[src/rtl/mtx_pkg.sv]
// Shared types for the Manchester transmitter.
// Assumes preamble pattern codes are two bits wide.
package mtx_pkg;
    typedef enum logic [1:0] {
        PAT_ONES  = 2'd0,
        PAT_ZEROS = 2'd1,
        PAT_ZO    = 2'd2,
        PAT_OZ    = 2'd3
    } pre_pat_e;
endpackage

[src/rtl/mtx_seq.sv]
// Frame sequencer: accepts a byte with its settings, then steps through
// preamble, start and data symbols, two half phases per symbol.
// Assumes half_tick is a single-cycle enable supplied from outside.
module mtx_seq
    import mtx_pkg::*;
#(
    parameter int DATA_W = 8,
    parameter int PL_W   = 4,
    localparam int CNT_W = $clog2((1 << PL_W) + DATA_W + 1)
) (
    input  logic              clk,
    input  logic              rst_n,
    input  logic              half_tick,
    input  logic              in_valid,
    output logic              in_ready,
    input  logic [DATA_W-1:0] in_data,
    input  logic [PL_W-1:0]   cfg_pre_len,
    input  logic [1:0]        cfg_pre_pat,
    input  logic              cfg_invert,
    output logic              busy,
    output logic              half,
    output logic [CNT_W-1:0]  sym_idx,
    output logic [DATA_W-1:0] data_q,
    output logic [PL_W-1:0]   len_q,
    output pre_pat_e          pat_q,
    output logic              pol_q
);
    logic             accept;
    logic [CNT_W-1:0] last_idx;

    assign in_ready = !busy;
    assign accept   = in_valid && in_ready;
    assign last_idx = CNT_W'(len_q) + CNT_W'(DATA_W);

    // Capture the byte and settings when a frame is accepted.
    always_ff @(posedge clk) begin
        if (!rst_n) begin
            data_q <= '0;
            len_q  <= '0;
            pat_q  <= PAT_ONES;
            pol_q  <= 1'b0;
        end else if (accept) begin
            data_q <= in_data;
            len_q  <= cfg_pre_len;
            pat_q  <= pre_pat_e'(cfg_pre_pat);
            pol_q  <= cfg_invert;
        end
    end

    // Advance half phase and symbol index; leave busy after the last half.
    always_ff @(posedge clk) begin
        if (!rst_n) begin
            busy    <= 1'b0;
            half    <= 1'b0;
            sym_idx <= '0;
        end else if (accept) begin
            busy    <= 1'b1;
            half    <= 1'b0;
            sym_idx <= '0;
        end else if (busy && half_tick) begin
            half <= !half;
            if (half) begin
                if (sym_idx == last_idx) begin
                    busy    <= 1'b0;
                    sym_idx <= '0;
                end else begin
                    sym_idx <= sym_idx + 1'b1;
                end
            end
        end
    end

    p_ready_low_r2: assert property (@(posedge clk) disable iff (!rst_n)
        (in_valid && in_ready) |=> !in_ready);

    p_cfg_hold_r10: assert property (@(posedge clk) disable iff (!rst_n)
        (busy && $past(busy)) |-> ($stable(len_q) && $stable(pol_q)
                                   && $stable(pat_q) && $stable(data_q)));

    p_idx_bound_r7: assert property (@(posedge clk) disable iff (!rst_n)
        busy |-> (sym_idx <= last_idx));
endmodule

[src/rtl/mtx_sym_sel.sv]
// Symbol selector: returns the logical value of the current symbol.
// Preamble symbols come first, then a zero start symbol, then data LSB first.
// Assumes sym_idx never exceeds len_q + DATA_W.
module mtx_sym_sel
    import mtx_pkg::*;
#(
    parameter int DATA_W = 8,
    parameter int PL_W   = 4,
    localparam int CNT_W = $clog2((1 << PL_W) + DATA_W + 1),
    localparam int IDX_W = (DATA_W > 1) ? $clog2(DATA_W) : 1
) (
    input  logic [CNT_W-1:0]  sym_idx,
    input  logic [PL_W-1:0]   len_q,
    input  pre_pat_e          pat_q,
    input  logic [DATA_W-1:0] data_q,
    output logic              sym_bit
);
    logic [CNT_W-1:0] off;
    logic [CNT_W-1:0] off_m1;

    assign off    = sym_idx - CNT_W'(len_q);
    assign off_m1 = off - 1'b1;

    // Choose preamble pattern bit, start zero, or data bit.
    always_comb begin
        if (sym_idx < CNT_W'(len_q)) begin
            unique case (pat_q)
                PAT_ONES:  sym_bit = 1'b1;
                PAT_ZEROS: sym_bit = 1'b0;
                PAT_ZO:    sym_bit = sym_idx[0];
                PAT_OZ:    sym_bit = !sym_idx[0];
                default:   sym_bit = 1'b1;
            endcase
        end else if (off == '0) begin
            sym_bit = 1'b0;
        end else begin
            sym_bit = data_q[off_m1[IDX_W-1:0]];
        end
    end
endmodule

[src/rtl/mtx_coder.sv]
// Half-bit coder: maps symbol value, half phase and polarity to a line level.
// Assumes the line rests high whenever no frame is active.
module mtx_coder (
    input  logic busy,
    input  logic half,
    input  logic sym_bit,
    input  logic pol,
    output logic line
);
    // First half carries symbol xor polarity; second half is its complement.
    always_comb begin
        if (!busy) line = 1'b1;
        else       line = sym_bit ^ pol ^ half;
    end
endmodule

[src/rtl/manchester_tx.sv]
// Manchester transmitter top: sequencer, symbol selector and half-bit coder.
// Assumes an external half-bit enable; line_out is decoded from registers.
module manchester_tx
    import mtx_pkg::*;
#(
    parameter int DATA_W = 8,
    parameter int PL_W   = 4,
    localparam int CNT_W = $clog2((1 << PL_W) + DATA_W + 1)
) (
    input  logic              clk,
    input  logic              rst_n,
    input  logic              half_tick,
    input  logic              in_valid,
    output logic              in_ready,
    input  logic [DATA_W-1:0] in_data,
    input  logic [PL_W-1:0]   cfg_pre_len,
    input  logic [1:0]        cfg_pre_pat,
    input  logic              cfg_invert,
    output logic              line_out
);
    logic              busy;
    logic              half;
    logic [CNT_W-1:0]  sym_idx;
    logic [DATA_W-1:0] data_q;
    logic [PL_W-1:0]   len_q;
    pre_pat_e          pat_q;
    logic              pol_q;
    logic              sym_bit;

    mtx_seq #(.DATA_W(DATA_W), .PL_W(PL_W)) u_seq (
        .clk(clk), .rst_n(rst_n), .half_tick(half_tick),
        .in_valid(in_valid), .in_ready(in_ready), .in_data(in_data),
        .cfg_pre_len(cfg_pre_len), .cfg_pre_pat(cfg_pre_pat),
        .cfg_invert(cfg_invert), .busy(busy), .half(half),
        .sym_idx(sym_idx), .data_q(data_q), .len_q(len_q),
        .pat_q(pat_q), .pol_q(pol_q)
    );

    mtx_sym_sel #(.DATA_W(DATA_W), .PL_W(PL_W)) u_sel (
        .sym_idx(sym_idx), .len_q(len_q), .pat_q(pat_q),
        .data_q(data_q), .sym_bit(sym_bit)
    );

    mtx_coder u_coder (
        .busy(busy), .half(half), .sym_bit(sym_bit), .pol(pol_q),
        .line(line_out)
    );

    p_idle_high_r1: assert property (@(posedge clk) disable iff (!rst_n)
        !busy |-> line_out);

    p_mid_flip_r3: assert property (@(posedge clk) disable iff (!rst_n)
        (busy && half && $past(busy && !half)) |-> (line_out != $past(line_out)));

    p_start_zero_r9: assert property (@(posedge clk) disable iff (!rst_n)
        (busy && sym_idx == CNT_W'(len_q)) |-> !sym_bit);
endmodule

[config.mk]
export PLATFORM = sky130hd
export DESIGN_NAME = manchester_tx
export DESIGN_NICKNAME = d
export VERILOG_FILES = /design/src/rtl/mtx_pkg.sv /design/src/rtl/mtx_seq.sv /design/src/rtl/mtx_sym_sel.sv /design/src/rtl/mtx_coder.sv /design/src/rtl/manchester_tx.sv
export SDC_FILE = /design/constraint.sdc
export NUM_CORES = 1
export LEC_CHECK = 0
export BUFFER_PORTS_ARGS = -buffer_cell sky130_fd_sc_hd__buf_2
export CAP_MARGIN = 25
export CORE_UTILIZATION = 59
export CTS_CLUSTER_DIAMETER = 40
export DETAILED_ROUTE_END_ITERATION = 10
export PLACE_DENSITY = 0.83
export SLEW_MARGIN = 5
export SYNTH_ARGS = -nofsm -noshare
export SYNTH_HDL_FRONTEND = slang
export SYNTH_SLANG_ARGS = --single-unit
[constraint.sdc]
create_clock -name clk -period 3.7 [get_ports clk]
set_clock_uncertainty 0.15 [all_clocks]
set_input_delay 0 -clock clk [delete_from_list [all_inputs] [get_ports clk]]
set_output_delay 0 -clock clk [all_outputs]
set_load 0.01 [all_outputs]
==> Word level (Yosys, flattened, before mapping) <==
Index checks and enable logic that the tools add are counted.
{ "op_classes": {"add_sub_neg": 4, "order_cmp": 2, "eq_ne": 4, "mux": 11, "bitwise": 3, "reduce_logical": 13} }
{ "ops": {"columns": ["op", "n"], "rows": [
  ["1-bit 2-to-1 mux", 8],
  ["2-bit nonzero test", 3],
  ["4-bit by 4-bit adder with 5-bit output, second input constant", 1],
  ["5-bit by 1-bit adder with 5-bit output, second input constant", 1],
  ["5-bit equality test", 1],
  ["5-bit logical NOT", 1],
  ["5-bit by 4-bit < comparator with 1-bit output", 1],
  ["5-bit 2-to-1 mux", 1],
  ["5-bit by 4-bit subtractor with 5-bit output", 1],
  ["2-bit equality test, second input constant", 2],
  ["3-bit by 4-bit < comparator with 1-bit output, second input constant", 1],
  ["1-bit one-hot mux with 4 select lines", 1],
  ["1-bit binary-select mux with 3-bit select", 1],
  ["1-bit logical NOT", 3],
  ["3-bit AND reduction", 1],
  ["3-bit by 1-bit subtractor with 3-bit output, second input constant", 1],
  ["2-bit by 1-bit equality test with 1-bit output, second input constant", 1],
  ["1-bit logical AND", 2],
  ["2-bit logical NOT", 1],
  ["2-bit AND reduction", 1],
  ["2-bit OR reduction", 1],
  ["1-bit bitwise XOR", 2],
  ["1-bit inverter", 1]
]} }
{ "totals": {"register_bits": 22, "inputBits": 19, "elab_cells": 44} }

==> Logic depth before layout (Yosys ltp) <==
Gate-level depths: netlist of the first run.
{ "logic_depth": {"ltp_word": 9, "depth_mapped": 11, "mapped_depth_nobuf": 11} }

==> Hierarchy <==
Synthesis of the first run repeated with hierarchy kept, for this count alone.
{ "unflattened": {"hier_cells": 145, "area_unflattened_um2": 1239.9} }
{ "by_module_without_submodules": {"columns": ["module", "instances", "cells_each", "area_per_inst_um2"], "rows": [
  ["mtx_seq", 1, 114, 948.4],
  ["mtx_sym_sel", 1, 29, 265.3],
  ["mtx_coder", 1, 2, 26.3]
]} }

==> Least setup slack after synthesis of the first run <==
No wires, ideal clock.
{ "synth_timing": {"path_kind": "register to output", "start": "register u_seq.sym_idx[0]", "end": "output port line_out", "t_arrival_ps": 2383, "t_required_ps": 3550, "slack_ps": 1167, "path_stages_with_launch": 12, "path_buffers": 0, "path_cell_list": "dfxtp_1 inv_1 ha_1 inv_1 fa_1 inv_1 ha_1 mux4_2 mux2i_1 a21o_1 a211oi_1 a211oi_2"} }
{ "synth_via": {"elab_chain_len": 9, "elab_cells_between_ends": 13} }
{ "synth_rtl": {"columns": ["element", "line", "source"], "rows": [
  ["from (decl)", "mtx_seq.sv:22", "output logic [CNT_W-1:0] sym_idx,"],
  ["from (signal assigned)", "mtx_seq.sv:67", "sym_idx <= sym_idx + 1'b1;"],
  ["5-bit by 4-bit subtractor with 5-bit output", "mtx_sym_sel.sv:21", "assign off = sym_idx - CNT_W'(len_q);"],
  ["3-bit by 1-bit subtractor with 3-bit output", "mtx_sym_sel.sv:22", "assign off_m1 = off - 1'b1;"],
  ["1-bit binary-select mux with 3-bit select", "mtx_sym_sel.sv:37", "sym_bit = data_q[off_m1[IDX_W-1:0]];"],
  ["1-bit 2-to-1 mux (implied by the code)", "mtx_sym_sel.sv:37", null],
  ["1-bit 2-to-1 mux", "mtx_sym_sel.sv:34", "end else if (off == '0) begin"],
  ["1-bit 2-to-1 mux *", "mtx_sym_sel.sv:26", "if (sym_idx < CNT_W'(len_q)) begin"],
  ["1-bit bitwise XOR * (2 in series)", "mtx_coder.sv:13", "else line = sym_bit ^ pol ^ half;"],
  ["1-bit 2-to-1 mux *", "mtx_coder.sv:12", "if (!busy) line = 1'b1;"],
  ["to (decl)", "manchester_tx.sv:19", "output logic line_out"]
]} }
Mark *: on every way between the ends. The rest lies on a longest branch, timed or not. The select of a mux whose other input is x is not followed.

==> Final worst setup path of the first run <==
Same ends and word-level chain as after synthesis.

==> results of run 1 <==
-- through the flow --
stage / power [mW] / setup WS [ps] / hold slack (ps) / cell area [um2] / util, %
final: 0.536 / 385 / 33.2 / 1730 / 88.0
after global routing: 0.563 / 233 / 27.9 / 1730 / 88.0
after CTS: 0.516 / 493 / 19.1 / 1720 / 87.6
after detailed placement: 0.359 / 849 / 108 / 1340 / 68.4
after global placement: 0.354 / 1010 / 97.3 / 1340 / 68.4
after floorplan: 0.333 / 1170 / -12.2 / 1230 / -
-- power groups by stage --
stage               clock network (mW)  logic (mW)  registers (mW)
floorplan                            0      0.0746           0.258
global route                     0.158       0.147           0.257
detailed placement                   0      0.0990           0.260
finish                           0.144       0.136           0.256
global placement                     0      0.0945           0.260
CTS                              0.134       0.127           0.255
-- logic make-up after synthesis --
family                   after synthesis  share of synthesized area (%)
buffers and inverters                 13                           4.56
AO/OA/AOI/OAI                         28                           17.4
flip-flops                            22                           35.7
adder cells (fa/ha/maj)                7                           7.70
multiplexers                           4                           5.27
AND/OR/NAND/NOR                       54                           20.2
XOR/XNOR                              11                           9.22
-- worst paths after layout --
kind / startpoint / cells past startpoint / end
worst min register to register: u_seq.sym_idx[3]$_SDFFE_PP0P_ / 2 / u_seq.sym_idx[3]$_SDFFE_PP0P_
worst max-delay path: u_seq.sym_idx[0]$_SDFFE_PP0P_ / 12 / line_out
worst min-delay path: rst_n / 3 / u_seq.sym_idx[4]$_SDFFE_PP0P_
worst max register to register: u_seq.sym_idx[0]$_SDFFE_PP0P_ / 7 / u_seq.busy$_SDFFE_PN0P_
-- repair_timing --
action | CTS | global route
endpoints found under the hold margin | 17 | 0
buffers inserted | 0 | 0
hold buffers | 34 | 0
-- state kept, by name, indices dropped and copies added (netlist names) --
signal and cells:
u_seq.half 1, u_seq.data_q 8, u_seq.pat_q 2, u_seq.busy 1
u_seq.pol_q 1, u_seq.sym_idx 5, u_seq.len_q 4
-- critical path, delay by kind of cell (launching register included) --
kind | cells | cell delay (ps)
muxes | 2 | 730
buffers and inverters | 4 | 350
DFF | 1 | 390
adders and majority gates | 3 | 990
AOI/OAI and AO/OA | 3 | 390
-- placed cells by master, fill, tap and decap left out, types with 2 or more instances in the layout --
cell           Yosys  routed
buf_2              0      20
nor2b_1            3       3
ha_1               6       6
mux4_2             2       2
mux2i_1            2       2
dfxtp_1           22      22
clkbuf_4           0       3
a21boi_0          15      15
xor2_1             6       6
nor2_1             7       7
xnor2_1            4       4
nand2_1           34      34
o211a_1            2       2
dlygate4sd3_1      0      34
a21oi_1            2       2
nand4_1            2       2
inv_1              8       8
a21o_2             2       2
-- layout make-up --
cell class | count | share of cell area [%]
multi-input combinational | 104 | 42.8
timing repair buffer | 55 | 25.9
sequential | 22 | 25.5
clock buffer | 4 | 2.10
tap | 27 | 1.96
inverter | 8 | 1.74
-- metal layers --
layer  GRT usage [%]  vias up  part of all wire, %
met5               0        -                    0
met4            23.3        0                  3.7
met3            11.3       13                  3.7
met2            63.0       38                   52
met1            37.0      594                   40
li1                -      577                    -
==> impl_metrics.env, run 1 <==
export IMPL_final_seq_area_um2=440
export IMPL_finalHoldViolCount=0
export IMPL_rows=16
export IMPL_swShare_pct=28.2
export IMPL_yosysTopAreaCellShare_pct=35.7
export IMPL_path_cells="inv_1, ha_1, inv_1, fa_1, inv_1, ha_1, mux4_2, mux2i_1, a21o_1, a211oi_1, a211oi_2, buf_2"
export IMPL_rrSetupSlack_ps=1510
export IMPL_cts_tree="done"
export IMPL_fp_dieH_um=47.8
export IMPL_setup_violations=0
export IMPL_syn_area_per_cell_um2=8.88
export IMPL_cts_max_path_buffers=2
export IMPL_power_density_nw_per_um2=311
export IMPL_start_kind="register"
export IMPL_syn_area_um2=1230
export IMPL_cts_reportedPaths_clkPinSlew_ps=120
export IMPL_fin_cells=220
export IMPL_p_leak_nw=0.777
export IMPL_drt_initial_drc_count=25
export IMPL_via_per_inst=5.55
export IMPL_critical_path_class="register to output port"
export IMPL_clock_sinks=22
export IMPL_power_internal_mw=0.385
export IMPL_die_w_um=47.8
export IMPL_period_share_pct=89.6
export IMPL_port_buffers=20
export IMPL_slew_viol_final=0
export IMPL_grt_pass1_vias=1187
export IMPL_nNetsFinal=220
export IMPL_hold_path_class="input port to register"
export IMPL_fillerInstances=101
export IMPL_netlist_instances=139
export IMPL_yosysMostFrequentCell="nand2_1"
export IMPL_synth_seq_cells=22
export IMPL_yosys_area_top_type="dfxtp_1"
export IMPL_htree_levels=1
export IMPL_p_comb_share_pct=25.3
export IMPL_clk_latency_ps=330
export IMPL_ir_worst_vdd_mv=0.319
export IMPL_tns_ps=0
export IMPL_cts_resized=0
export IMPL_cts_buffers=3
export IMPL_slowest_stage="mux4_2"
export IMPL_antenna_found_initial=0
export IMPL_synthTopCellsByCount="nand2_1 (34), dfxtp_1 (22), a21boi_0 (15), inv_1 (8), nor2_1 (7)"
export IMPL_grtUsageTotal_pct=36.1
export IMPL_num_vias=1222
export IMPL_cts_root_buf="clkbuf_4"
export IMPL_ant_nets=0
export IMPL_start_util_pct=62.9
export IMPL_dp_cells=181
export IMPL_multi_input_area_um2=738
export IMPL_cp_max_fo=5
export IMPL_drtPass1Iterations=4
export IMPL_area_growth_pct=39.8
export IMPL_yosysUniqueCellTypes=34
export IMPL_rsz0062_at_grt="false"
export IMPL_switchingPower_mw=0.151
export IMPL_slowest_delay_ps=540
export IMPL_synth_fp_nets=165
export IMPL_ys_warn_count=0
export IMPL_layout_drive_gt1_share_pct=17.6
export IMPL_maxCapViolations=0
export IMPL_wire_per_inst_um=16.4
export IMPL_worst_slew_pin_slew_ps=551
export IMPL_power_frac_seq_pct=47.7
export IMPL_grt_pass1_wl_um=5320
export IMPL_synth_edf_count=0
export IMPL_diodes=0
export IMPL_dpl_hpwl_um=1900
export IMPL_critical_path_required_ps=3550
export IMPL_synthFlopType="dfxtp_1"
export IMPL_yosysSeqAreaShare_pct=35.7
export IMPL_drc=0
export IMPL_async_flop_share_pct=0
export IMPL_critical_path_most_common_cell="inv_1"
export IMPL_power_frac_clock_pct=26.9
export IMPL_wl_um=3610
export IMPL_endpoint_kind="output port"
export IMPL_io_pins=21
export IMPL_coreArea_um2=1960
export IMPL_synth_area_leaders="dfxtp_1 (36%), nand2_1 (10%), a21boi_0 (9.1%)"
export IMPL_grt_overflow=0
export IMPL_grt_max_degree=19
export IMPL_post_route_min_period_ps=3320
export IMPL_gp_congestion=0.880
export IMPL_status="completed"
export IMPL_max_freq_ghz=0.302
export IMPL_critPathArrivalTime_ps=3170
export IMPL_slew_headroom_pct=63.2
export IMPL_die_area_um2=2280
No activity file was read; power rests on OpenSTA's default activity.
==> run 2, diff against run 1 <==
==> constraint.sdc (replaced) <==
create_clock -name clk -period 3.7 [get_ports clk]
set_clock_uncertainty 0.15 [all_clocks]
set_input_delay 0.185 -clock clk [delete_from_list [all_inputs] [get_ports clk]]
set_output_delay 0.185 -clock clk [all_outputs]
set_load 0.01 [all_outputs]
==> impl_metrics.env, run 2 (same netlist as run 1, synthesis figures left out) <==
export IMPL_status="completed"
export IMPL_layout_drive_gt1_share_pct=18.5
export IMPL_power_frac_clock_pct=22.2
export IMPL_fin_ws_ps=428
export IMPL_grt_max_degree=19
export IMPL_drtPass1Iterations=5
export IMPL_ir_worst_vdd_mv=0.261
export IMPL_p_leak_nw=0.654
export IMPL_critPathArrivalTime_ps=2940
export IMPL_tns_ps=0
export IMPL_slew_headroom_pct=31.5
export IMPL_power_internal_mw=0.348
export IMPL_rows=16
export IMPL_cts_reportedPaths_clkPinSlew_ps=110
export IMPL_wire_per_inst_um=13.5
export IMPL_critical_path_required_ps=3370
export IMPL_rsz0062_at_grt="false"
export IMPL_largest_reg_flops=8
export IMPL_setup_violations=0
export IMPL_io_pins=21
export IMPL_period_share_pct=88.4
export IMPL_power_frac_seq_pct=53.9
export IMPL_maxCapViolations=0
export IMPL_switchingPower_mw=0.125
export IMPL_cts_tree="done"
export IMPL_area_growth_pct=23.5
export IMPL_power_density_nw_per_um2=310
export IMPL_dpl_instance_area_um2=1340
export IMPL_antenna_found_initial=0
export IMPL_die_w_um=47.8
export IMPL_num_vias=1058
export IMPL_drt_initial_drc_count=13
export IMPL_slew_viol_final=0
export IMPL_clk_latency_ps=300
export IMPL_coreArea_um2=1960
export IMPL_grt_pass1_wl_um=4110
export IMPL_cts_buffers=3
export IMPL_gp_congestion=0.895
export IMPL_port_buffers=20
export IMPL_grt_overflow=0
export IMPL_fillerInstances=156
export IMPL_die_area_um2=2280
export IMPL_post_place_ws_ps=769
export IMPL_swShare_pct=26.3
export IMPL_clock_sinks=22
export IMPL_whs_ps=117
export IMPL_postCtsSetupBuffers=0
export IMPL_ant_nets=0
export IMPL_largestRegisters="u_seq.data_q (8), u_seq.sym_idx (5), u_seq.len_q (4)"
export IMPL_final_common_cell="nand2_1"
export IMPL_cts_root_buf="clkbuf_4"
export IMPL_dp_cells=181
export IMPL_critical_path_class="register to output port"
export IMPL_drc=0
export IMPL_nNetsFinal=201
export IMPL_cts_max_path_buffers=2
export IMPL_fp_dieH_um=47.8
export IMPL_most_common_layout_cells="nand2_1 (34), dfxtp_1 (22), buf_2 (20), dlygate4sd3_1 (16), a21boi_0 (15)"
export IMPL_cts_resized=0
export IMPL_power_total_mw=0.473
export IMPL_worst_slew_pin_slew_ps=1030
export IMPL_via_per_inst=5.29
export IMPL_dpl_hpwl_um=1810
export IMPL_cts_hold_buffers=16
export IMPL_max_freq_ghz=0.306
export IMPL_htree_levels=1
export IMPL_final_area_um2=1530
export IMPL_grtUsageTotal_pct=26.4
export IMPL_cp_max_fo=5
export IMPL_post_route_min_period_ps=3270
export IMPL_p_comb_share_pct=24.0
export IMPL_post_route_util_pct=77.7
export IMPL_top_register="u_seq.data_q"
export IMPL_hold_path_class="input port to register"
export IMPL_start_kind="register"
export IMPL_grt_pass1_vias=1000
export IMPL_finalHoldViolCount=0
export IMPL_diodes=0
export IMPL_start_util_pct=62.9
export IMPL_rrSetupSlack_ps=1930
export IMPL_fin_cells=200
export IMPL_endpoint_kind="output port"
export IMPL_wl_um=2710
## run 2: cell types whose count changed in the layout (fill, tap and decap cells not counted), sizes merged
cell         change
buf              -1
clkbuf           -1
dlygate4sd3     -18
## run 2: worst max-delay path, cell delays in order (launching register included)
cell and delay (ps):
dfxtp_1 380, inv_1 70, ha_1 150, inv_1 50
fa_1 470, inv_1 40, ha_1 310, mux4_2 490
mux2i_1 150, a21o_1 140, a211oi_1 60, a211oi_2 160
buf_2 160
## run 2: worst paths after layout
kind	start	to	cells after the start
worst max-delay path	u_seq.sym_idx[0]$_SDFFE_PP0P_	line_out	12
worst min-delay path	rst_n	u_seq.len_q[0]$_SDFFE_PN0P_	2
worst max register to register	u_seq.busy$_SDFFE_PN0P_	u_seq.pol_q$_SDFFE_PN0P_	3
worst min register to register	u_seq.data_q[0]$_SDFFE_PN0P_	u_seq.data_q[0]$_SDFFE_PN0P_	2
## run 2: routing by layer
layer  vias up  share of wire, %  global-route usage (%)
met4         0               2.0                    10.6
li1        542                 -                       -
met3         7               1.9                    2.64
met1       487                44                    31.2
met2        22                52                    48.6
met5         -                 0                       0
## run 2: area by class of cell
cell class | count | area, um2 | share of cell area, %
flip-flops and latches | 22 | 440 | 28.9
repair buffers | 36 | 260 | 17.1
inverters | 8 | 30.0 | 1.97
clock buffers | 3 | 22.5 | 1.48
multi-input cells | 104 | 738 | 48.4
well taps | 27 | 33.8 | 2.21
## run 2: power by group through the flow
| stage | clock network (mW) | registers [mW] | logic (mW) |
|---|---|---|---|
| after floorplan | 0 | 0.258 | 0.0746 |
| after global placement | 0 | 0.260 | 0.0946 |
| after detailed placement | 0 | 0.260 | 0.0989 |
| after CTS | 0.106 | 0.255 | 0.112 |
| after global routing | 0.119 | 0.256 | 0.125 |
| final | 0.105 | 0.255 | 0.113 |
